### src/rtl/tmr_pkg.sv
`timescale 1ns/1ps
package tmr_pkg;
  localparam int TMR_NT = 3;   // timers
  localparam int TMR_NM = 3;   // match comparators per timer
  localparam int TMR_CW = 32;  // counter and data width
  localparam int TMR_AW = 8;   // word address width

  // lower-nibble register selector inside a timer window
  typedef enum logic [3:0] {
    OFF_M0   = 4'h0,
    OFF_M1   = 4'h1,
    OFF_M2   = 4'h2,
    OFF_STAT = 4'h3,
    OFF_IEN  = 4'h4,
    OFF_CLR  = 4'h5,
    OFF_MODE = 4'h6,
    OFF_SNAP = 4'h7
  } tmr_off_e;
endpackage

### src/rtl/tmr_counter.sv
`timescale 1ns/1ps
module tmr_counter #(
  parameter int CW = 32
) (
  input  logic          clk,
  input  logic          rst_n,
  input  logic          run,
  input  logic          tick,
  input  logic          periodic,
  input  logic [CW-1:0] top_val,
  output logic [CW-1:0] cnt_o
);
  logic [CW-1:0] cnt_q, cnt_d;
  logic          wrap_hit;

  assign wrap_hit = periodic && (cnt_q == top_val);

  always_comb begin
    cnt_d = cnt_q;
    if (!run) begin
      cnt_d = '0;
    end else if (tick) begin
      if (wrap_hit) cnt_d = '0;
      else          cnt_d = cnt_q + 1'b1;
    end
  end

  always_ff @(posedge clk or negedge rst_n) begin
    if (!rst_n) cnt_q <= '0;
    else        cnt_q <= cnt_d;
  end

  assign cnt_o = cnt_q;
endmodule

### src/rtl/tmr_match_slot.sv
`timescale 1ns/1ps
module tmr_match_slot #(
  parameter int CW = 32
) (
  input  logic          clk,
  input  logic          rst_n,
  input  logic          step,
  input  logic [CW-1:0] cnt,
  input  logic [CW-1:0] match_val,
  input  logic          clr,
  output logic          stat_o
);
  logic stat_q, stat_d, hit;

  assign hit = step && (cnt == match_val);

  // a fresh hit takes priority over a clear in the same cycle
  always_comb begin
    stat_d = (stat_q && !clr) || hit;
  end

  always_ff @(posedge clk or negedge rst_n) begin
    if (!rst_n) stat_q <= 1'b0;
    else        stat_q <= stat_d;
  end

  assign stat_o = stat_q;
endmodule

### src/rtl/tmr_channel.sv
`timescale 1ns/1ps
module tmr_channel
  import tmr_pkg::*;
#(
  parameter int CW = TMR_CW,
  parameter int NM = TMR_NM
) (
  input  logic                   clk,
  input  logic                   rst_n,
  input  logic                   tick_en,
  input  logic                   run,
  input  logic                   wr_en,
  input  logic [3:0]             sel,
  input  logic [CW-1:0]          wdata,
  output logic [CW-1:0]          cnt_o,
  output logic [NM-1:0][CW-1:0]  match_o,
  output logic [NM-1:0]          stat_o,
  output logic [NM-1:0]          ien_o,
  output logic                   mode_o
);
  logic [NM-1:0][CW-1:0] match_q;
  logic [NM-1:0]         ien_q, ien_d, clr_vec;
  logic                  mode_q, mode_d, ien_en, mode_en;
  logic                  step;

  assign step    = run && tick_en;
  assign ien_en  = wr_en && (sel == OFF_IEN);
  assign mode_en = wr_en && (sel == OFF_MODE);
  assign ien_d   = wdata[NM-1:0];
  assign mode_d  = wdata[0];
  assign clr_vec = (wr_en && (sel == OFF_CLR)) ? wdata[NM-1:0] : '0;

  always_ff @(posedge clk or negedge rst_n) begin
    if (!rst_n)      ien_q <= '0;
    else if (ien_en) ien_q <= ien_d;
  end

  always_ff @(posedge clk or negedge rst_n) begin
    if (!rst_n)       mode_q <= 1'b0;
    else if (mode_en) mode_q <= mode_d;
  end

  for (genvar k = 0; k < NM; k++) begin : g_slot
    logic m_en;
    assign m_en = wr_en && (sel == 4'(k));

    always_ff @(posedge clk or negedge rst_n) begin
      if (!rst_n)    match_q[k] <= '0;
      else if (m_en) match_q[k] <= wdata;
    end

    tmr_match_slot #(.CW(CW)) u_slot (
      .clk       (clk),
      .rst_n     (rst_n),
      .step      (step),
      .cnt       (cnt_o),
      .match_val (match_q[k]),
      .clr       (clr_vec[k]),
      .stat_o    (stat_o[k])
    );
  end

  tmr_counter #(.CW(CW)) u_cnt (
    .clk      (clk),
    .rst_n    (rst_n),
    .run      (run),
    .tick     (tick_en),
    .periodic (mode_q),
    .top_val  (match_q[0]),
    .cnt_o    (cnt_o)
  );

  assign match_o = match_q;
  assign ien_o   = ien_q;
  assign mode_o  = mode_q;
endmodule

### src/rtl/tmr_match_unit.sv
`timescale 1ns/1ps
module tmr_match_unit
  import tmr_pkg::*;
#(
  parameter int NT = TMR_NT,
  parameter int NM = TMR_NM,
  parameter int CW = TMR_CW,
  parameter int AW = TMR_AW
) (
  input  logic          clk,
  input  logic          rst_n,
  input  logic          tick_en,
  input  logic [AW-1:0] bus_addr,
  input  logic          bus_wr,
  input  logic [CW-1:0] bus_wdata,
  output logic [CW-1:0] bus_rdata,
  output logic [NT-1:0] irq
);
  localparam int HW = AW - 4;

  logic [1:0]                     rst_sync;
  logic                           rst_sn;
  logic [HW-1:0]                  a_hi;
  logic [3:0]                     a_lo;
  logic [NT-1:0]                  run_q, run_d;
  logic                           run_en;
  logic [NT-1:0]                  ch_wr;
  logic [NT-1:0][CW-1:0]          cnt, snap_q;
  logic [NT-1:0][NM-1:0][CW-1:0]  mtch;
  logic [NT-1:0][NM-1:0]          stat, ien;
  logic [NT-1:0]                  mode;

  // asynchronous assert, synchronous release
  always_ff @(posedge clk or negedge rst_n) begin
    if (!rst_n) rst_sync <= '0;
    else        rst_sync <= {rst_sync[0], 1'b1};
  end
  assign rst_sn = rst_sync[1];

  assign a_hi   = bus_addr[AW-1:4];
  assign a_lo   = bus_addr[3:0];
  assign run_en = bus_wr && (a_hi == '0) && (a_lo == 4'h0);
  assign run_d  = bus_wdata[NT-1:0];

  always_ff @(posedge clk or negedge rst_sn) begin
    if (!rst_sn)     run_q <= '0;
    else if (run_en) run_q <= run_d;
  end

  for (genvar t = 0; t < NT; t++) begin : g_tmr
    logic snap_en;
    assign ch_wr[t] = bus_wr && (a_hi == HW'(t + 1));
    assign snap_en  = ch_wr[t] && (a_lo == OFF_SNAP);

    tmr_channel #(.CW(CW), .NM(NM)) u_ch (
      .clk     (clk),
      .rst_n   (rst_sn),
      .tick_en (tick_en),
      .run     (run_q[t]),
      .wr_en   (ch_wr[t]),
      .sel     (a_lo),
      .wdata   (bus_wdata),
      .cnt_o   (cnt[t]),
      .match_o (mtch[t]),
      .stat_o  (stat[t]),
      .ien_o   (ien[t]),
      .mode_o  (mode[t])
    );

    always_ff @(posedge clk or negedge rst_sn) begin
      if (!rst_sn)      snap_q[t] <= '0;
      else if (snap_en) snap_q[t] <= cnt[t];
    end

    assign irq[t] = |(stat[t] & ien[t]);
  end

  always_comb begin
    bus_rdata = '0;
    if (a_hi == '0) begin
      if (a_lo == 4'h0) bus_rdata = CW'(run_q);
    end
    for (int t = 0; t < NT; t++) begin
      if (a_hi == HW'(t + 1)) begin
        for (int k = 0; k < NM; k++) begin
          if (a_lo == 4'(k)) bus_rdata = mtch[t][k];
        end
        case (a_lo)
          OFF_STAT: bus_rdata = CW'(stat[t]);
          OFF_IEN:  bus_rdata = CW'(ien[t]);
          OFF_MODE: bus_rdata = CW'(mode[t]);
          OFF_SNAP: bus_rdata = snap_q[t];
          default:  ;
        endcase
      end
    end
  end
endmodule

### config.mk
export PLATFORM = sky130hd
export DESIGN_NAME = tmr_match_unit
export DESIGN_NICKNAME = d
export VERILOG_FILES = /design/src/rtl/tmr_pkg.sv /design/src/rtl/tmr_counter.sv /design/src/rtl/tmr_match_slot.sv /design/src/rtl/tmr_channel.sv /design/src/rtl/tmr_match_unit.sv
export SDC_FILE = /design/constraint.sdc
export NUM_CORES = 1
export LEC_CHECK = 0
export BUFFER_PORTS_ARGS = -buffer_cell sky130_fd_sc_hd__buf_2
export CORE_MARGIN = 3
export CORE_UTILIZATION = 55
export DETAILED_ROUTE_END_ITERATION = 6
export PLACE_DENSITY_LB_ADDON = 0.3
export SLEW_MARGIN = 10
export SYNTH_ARGS = -nofsm -noshare
export SYNTH_HDL_FRONTEND = slang
export SYNTH_SLANG_ARGS = --single-unit
### constraint.sdc
create_clock -name clk -period 18.2 [get_ports clk]
set_input_delay 3.64 -clock clk [delete_from_list [all_inputs] [get_ports clk]]
set_output_delay 3.64 -clock clk [all_outputs]
set_load 0.02 [all_outputs]
==> results of run 1 <==
[per-layer routing]
| layer | vias up | track usage |
|---|---|---|
| met3 | 286 | 0.09633 |
| li1 | 9682 | - |
| met4 | 6 | 0.1915 |
| met1 | 11460 | 0.4706 |
| met2 | 1349 | 0.5350 |
| met5 | - | 0 |
[cells in the mapped netlist (4+ instances only)]
master | count | area, sq um
dfrtp_1 | 506 | 12660
mux2_2 | 359 | 4043
xnor2_1 | 199 | 1743
nand2_1 | 181 | 679.4
a21oi_1 | 180 | 900.9
buf_2 | 120 | 600.6
o21ai_0 | 108 | 540.5
xor2_1 | 108 | 945.9
clkbuf_1 | 95 | 356.6
nor2_1 | 92 | 345.3
nand3_1 | 87 | 435.4
nand4_1 | 85 | 531.8
o211ai_1 | 79 | 593.1
inv_1 | 58 | 217.7
o2bb2ai_1 | 56 | 490.5
nor3_1 | 48 | 240.2
mux2i_1 | 45 | 450.4
nor4_1 | 35 | 219.0
a221oi_1 | 34 | 297.8
a211oi_1 | 30 | 225.2
a22o_1 | 27 | 236.5
and3_1 | 26 | 162.7
buf_1 | 24 | 90.09
buf_6 | 16 | 180.2
mux2_1 | 15 | 168.9
mux2_4 | 12 | 180.2
a21o_1 | 11 | 82.58
and2_1 | 8 | 50.05
nor2b_1 | 7 | 43.79
a222oi_1 | 6 | 60.06
o22ai_1 | 6 | 37.54
a2111oi_0 | 5 | 43.79
a31oi_1 | 5 | 31.28
and4_1 | 5 | 43.79
nand2b_1 | 5 | 31.28
or2_2 | 5 | 31.28
nand2_4 | 4 | 45.04
nand3b_1 | 4 | 30.03
nor4_4 | 4 | 85.08
[report_power, final]
group	switching (mW)	internal (mW)	leakage, nW
logic	0.164	0.0914	6.15
registers	0.0504	1.17	7.00
clock network	0.474	0.688	0.899
[cell type report]
type,instances,area [sq um]
repair buffers,108,655.6
diodes,2,5.005
well taps,672,840.8
clock inverters,19,294.0
flip-flops and latches,506,12670
inverters,59,221.5
fillers,4139,19930
clock buffers,79,1546
multi-input cells,1920,14520
[worst paths after layout]
kind | depth (start not counted) | endpoint | from | slack, ns
min in group asynchronous | 0 | g_tmr[1].u_ch.match_o[50] | rst_sync[1] | 0.56
setup / recovery | 10 | bus_rdata[8] | bus_addr[2] | 7.19
hold reg to reg | 0 | rst_sync[1] | rst_sync[0] | 0.36
max in group asynchronous | 2 | snap_q[3] | rst_sync[1] | 15.07
hold / removal | 0 | rst_sync[1] | rst_sync[0] | 0.36
setup reg to reg | 6 | g_tmr[1].u_ch.u_cnt.cnt_o[24] | g_tmr[1].u_ch.u_cnt.cnt_o[2] | 14.99
[state kept, by name (all words and copies together), names as in the netlist]
name,flops
rst_sync,2
g_tmr.u_ch.match_o,288
run_q,3
g_tmr.u_ch.u_cnt.cnt_o,96
g_tmr.u_ch.ien_o,9
g_tmr.u_ch.mode_o,3
g_tmr.u_ch.g_slot.u_slot.stat_o,9
snap_q,96
[per-stage QoR]
step	cell area, sq um	hold WS (ns)	setup WS [ns]
after CTS	30720	0.3585	7.297
after global placement	28880	0.3427	7.320
after detailed placement	28880	0.3386	7.281
final	30750	0.3573	7.193
after floorplan	28560	0.3312	3.052
after global routing	30750	0.3699	7.080
[worst max-delay path, stage by stage]
cell and delay [ns]:
buf_2 0.53, buf_4 0.53, nand2b_1 0.21, nor2_4 0.19, buf_4 0.80, nand2_1 0.17, a21oi_1 0.57, nor3_1 0.16
a211oi_1 0.28, buf_2 0.21
[logic make-up after synthesis]
family	Yosys count
flip-flops	506
other	1
AND/OR/NAND/NOR	611
multiplexers	433
XOR/XNOR	307
AO/OA/AOI/OAI	565
buffers and inverters	318
adder cells (fa/ha/maj)	3
==> reports/qor.yml, run 1 <==
synthArstFlopShare: 1.000
yosysSeqAreaShare: 0.4433
cts_tree: "yes"
setup_violations: 0
setup_tns_ns: 0
root_buffer: "clkbuf_16"
synth-edff-count: 0
path_class: "in -> out"
drtPass1Iterations: 6
hp-class: "reg -> reg"
wl_met1_mm: 37.86
globalRoute.totalOverflow: 0
grt_pass1_vias: 22340
ctsHoldBuffers: 0
instances_no_fill: 3365
drt-wirelength-per-cell_um: 28.92
routed-wl-met2_mm: 42.82
drive_gt1_frac: 0.2237
postSynthAreaPerCell_sq_um: 10.41
max_freq_mhz: 90.85
initial_core_util: 0.5635
post-dp-hpwl_mm: 67.19
io_buffers: 78
grt_max_degree: 189
placed_cells: 3264
core_area_sq_um: 50680
status: "finished, final reports clean"
io_pins: 79
min_period_ns: 11.01
period_share: 0.6048
remaining_drc_errors: 0
insertion_delay_ns: 0.63
syn_inst: 2744
grt_pass1_wl_mm: 145.4
synth_top_family_by_area: "multiplexers"
synthAdderAreaFrac: 0.001314
cts_buffer_depth: 3
die_h_um: 233.9
yosysUniqueCellTypes: 66
die_area_sq_um: 54700
drtIter0Drc: 2936
power_density_nw_per_um2: 85.61
yosys.area_share.simple: 0.1089
syn_area_sq_um: 28560
ctsHtreeMaxLevel: 2
synth-xor-area-share: 0.09414
peakVddDrop_mv: 0.1064
slew_violations: 0
hold_viol_final: 0
finClkSkew_ns: 0.02404
max_slew_margin: 0.2088
ys.flop_type: "dfrtp_1"
gp_congestion: 0.9838
met3_length_mm: 10.39
antenna_found_initial: 6
totalWireLength_mm: 97.33
crit_path_max_fanout: 86
nets: 2696
grt.total_usage: 0.3558
fp.dieW_um: 233.9
start_kind: "input pin"
numCtsBuffers: 54
rows: 82
rsz0062_at_grt: "no"
power.total_mw: 2.633
drv_cap: 0
synth-compound-area-share: 0.1294
final_common_cell: "dfrtp_1"
cts_resized: 0
dr_total_vias: 22780
final_cell_mix: "dfrtp_1 (505), mux2_2 (359), xnor2_1 (199)"
top_layer_used: "met5"
crit_required_ns: 14.56
clk_pin_slew_ns: 0.06
cts.sinks: 506
ys_warn_count: 0
syn_to_final_growth_pct: 7.675
crit_arrival_ns: 7.37
cts_setup_buffers: 0
leakagePower_nw: 14.05
final_util: 0.6068
vias_per_cell: 6.770
synth_mux_area_frac: 0.1711
tightestPinTransition_ns: 1.182
worstSetupEndpointType: "output port"
synth_nets: 2791
synth-seq-cells: 506
antenna_left: 0
(Power assumes the default switching activity.)
==> run 2, diff against run 1 <==
Clock period 18.2 ns to 9 ns, I/O delays scaled along.
==> reports/qor.yml, run 2 (synthesis results as in run 1) <==
power.total_mw: 5.336  # +100%
path_class: "in -> out"
die_area_sq_um: 54700  # unchanged
crit_required_ns: 7.20  # -7.36 ns
largest_reg_flops: 288  # unchanged
setup_tns_ns: 0  # unchanged
dr_total_vias: 23020  # +1.1%
r2r-start: "g_tmr[1].u_ch.u_cnt.cnt_o[1]"
final_cell_mix: "dfrtp_1 (505), mux2_2 (359), xnor2_1 (199)"
totalWireLength_mm: 98.76  # +1.5%
rsz0062_at_grt: "no"
start_kind: "input pin"
hold_viol_final: 0  # unchanged
power_density_nw_per_um2: 173.1  # +100%
drive_gt1_frac: 0.2265  # +0.002755
max_freq_mhz: 136.7
antenna_left: 0  # unchanged
cts.sinks: 506  # unchanged
cts_setup_buffers: 0  # unchanged
post-dp-hpwl_mm: 68.16  # +1.4%
crit_arrival_ns: 5.52  # -1.85 ns
drv_cap: 0  # unchanged
holdWs_ns: 0.2942  # -0.06306 ns
worstSetupEndpointType: "output port"
r2r_setup_slack_ns: 5.88  # -9.11 ns
max_slew_margin: 0.1872  # -0.02156
cts_tree: "yes"
io_buffers: 78  # unchanged
grt_max_degree: 183  # -3.2%
clk_pin_slew_ns: 0.06  # about the same
vias_per_cell: 6.826  # +0.82%
ctsHtreeMaxLevel: 2  # unchanged
syn_to_final_growth_pct: 7.960
min_period_ns: 7.317
grt.total_usage: 0.3579  # +0.002152
tightestPinTransition_ns: 1.216  # +0.03475 ns
final_util: 0.6084  # +0.001605
crit_path_max_fanout: 70  # -19%
cts_resized: 0  # unchanged
antenna_found_initial: 8  # +2
insertion_delay_ns: 0.64  # about the same
final_common_cell: "dfrtp_1"
crit_path_cell_trace: "buf_2, buf_12, nand2_1, nor2_4, buf_12, a22o_1, a221oi_1, o22ai_1, a2bb2oi_1, buf_2"
grt_pass1_wl_mm: 145.6  # about the same
root_buffer: "clkbuf_16"
cts_buffer_depth: 3  # unchanged
rows: 82  # unchanged
peakVddDrop_mv: 0.1429  # +34%
cp_slowest_cell: "nor2_4"
r2r-end: "g_tmr[1].u_ch.u_cnt.cnt_o[15]"
grt_pass1_vias: 22180  # -0.69%
fill_cells: 4175  # +0.87%
cpPeakStageDelay_ns: 0.75  # -0.05 ns
setup_ws_ns: 1.683  # -5.510 ns
setup_violations: 0  # unchanged
nets: 2699  # +0.11%
gp_congestion: 1.027  # +4.3%
io_pins: 79  # unchanged
hp-class: "reg -> async"
drt-wirelength-per-cell_um: 29.28  # +1.2%
finClkSkew_ns: 0.03705  # +0.01301 ns
globalRoute.totalOverflow: 0  # unchanged
core_area_sq_um: 50680  # unchanged
numCtsBuffers: 55  # +1.9%
pre_cts_ws_ns: 1.923  # -5.358 ns
status: "finished, final reports clean"
remaining_drc_errors: 0  # unchanged
critPathTopFamily: "buffers and inverters"
reg2reg_depth: 7  # +1
drtPass1Iterations: 7  # +1
drtIter0Drc: 3045  # +3.7%
slew_violations: 0  # unchanged
leakagePower_nw: 14.09  # +0.28%
path_buf_inv: 4  # unchanged
ctsHoldBuffers: 0  # unchanged
fp.dieW_um: 233.9  # unchanged
period_share: 0.8130
initial_core_util: 0.5635  # unchanged
cp.depth: 10  # unchanged
die_h_um: 233.9  # unchanged
[run 2: stage by stage]
step,std cells,instance area [sq um]
after floorplan,2744,28560
after global placement,3266,28910
after detailed placement,3266,28910
after CTS,3369,30790
after global routing,3371,30830
final,3373,30830
[run 2: cell type report]
cell class	count	area, sq um	share of cell area
Antenna cell	3	7.507	0.0002435
Multi-Input combinational cell	1920	14520	0.4709
Clock inverter	16	202.7	0.006574
Timing Repair Buffer	110	690.7	0.02240
Sequential cell	506	12670	0.4108
Clock buffer	87	1687	0.05470
Inverter	59	221.5	0.007182
Tap cell	672	840.8	0.02727
[run 2: worst max-delay path by stage]
stage	to	slack (ns)	from
5_1_grt	bus_rdata[30]	1.69	bus_addr[0]
6_report	bus_rdata[30]	1.68	bus_addr[1]
2_1_floorplan	g_tmr[0].u_ch.g_slot[0].u_slot.stat_o	0.76	rst_sync[1]
3_5_place_dp	bus_rdata[30]	1.92	bus_addr[1]
3_3_place_gp	bus_rdata[30]	1.96	bus_addr[1]
4_1_cts	bus_rdata[30]	1.90	bus_addr[1]
[run 2: power by group]
group | switching, mW | total [mW] | internal, mW | leakage [nW]
combinational | 0.338 | 0.524 | 0.186 | 6.17
sequential | 0.0960 | 2.45 | 2.36 | 7.00
clock | 0.988 | 2.36 | 1.37 | 0.923
total | 1.42 | 5.34 | 3.91 | 14.1
[run 2: per-layer routing]
| metal | share of wire | track usage | up-vias | wire [um] |
|---|---|---|---|---|
| met5 | 0.00036 | 0 | - | 36 |
| met4 | 0.069 | 0.2064 | 6 | 6808 |
| met3 | 0.11 | 0.08844 | 338 | 10440 |
| met2 | 0.44 | 0.5337 | 1407 | 43300 |
| met1 | 0.39 | 0.4770 | 11610 | 38170 |
| li1 | - | - | 9668 | - |
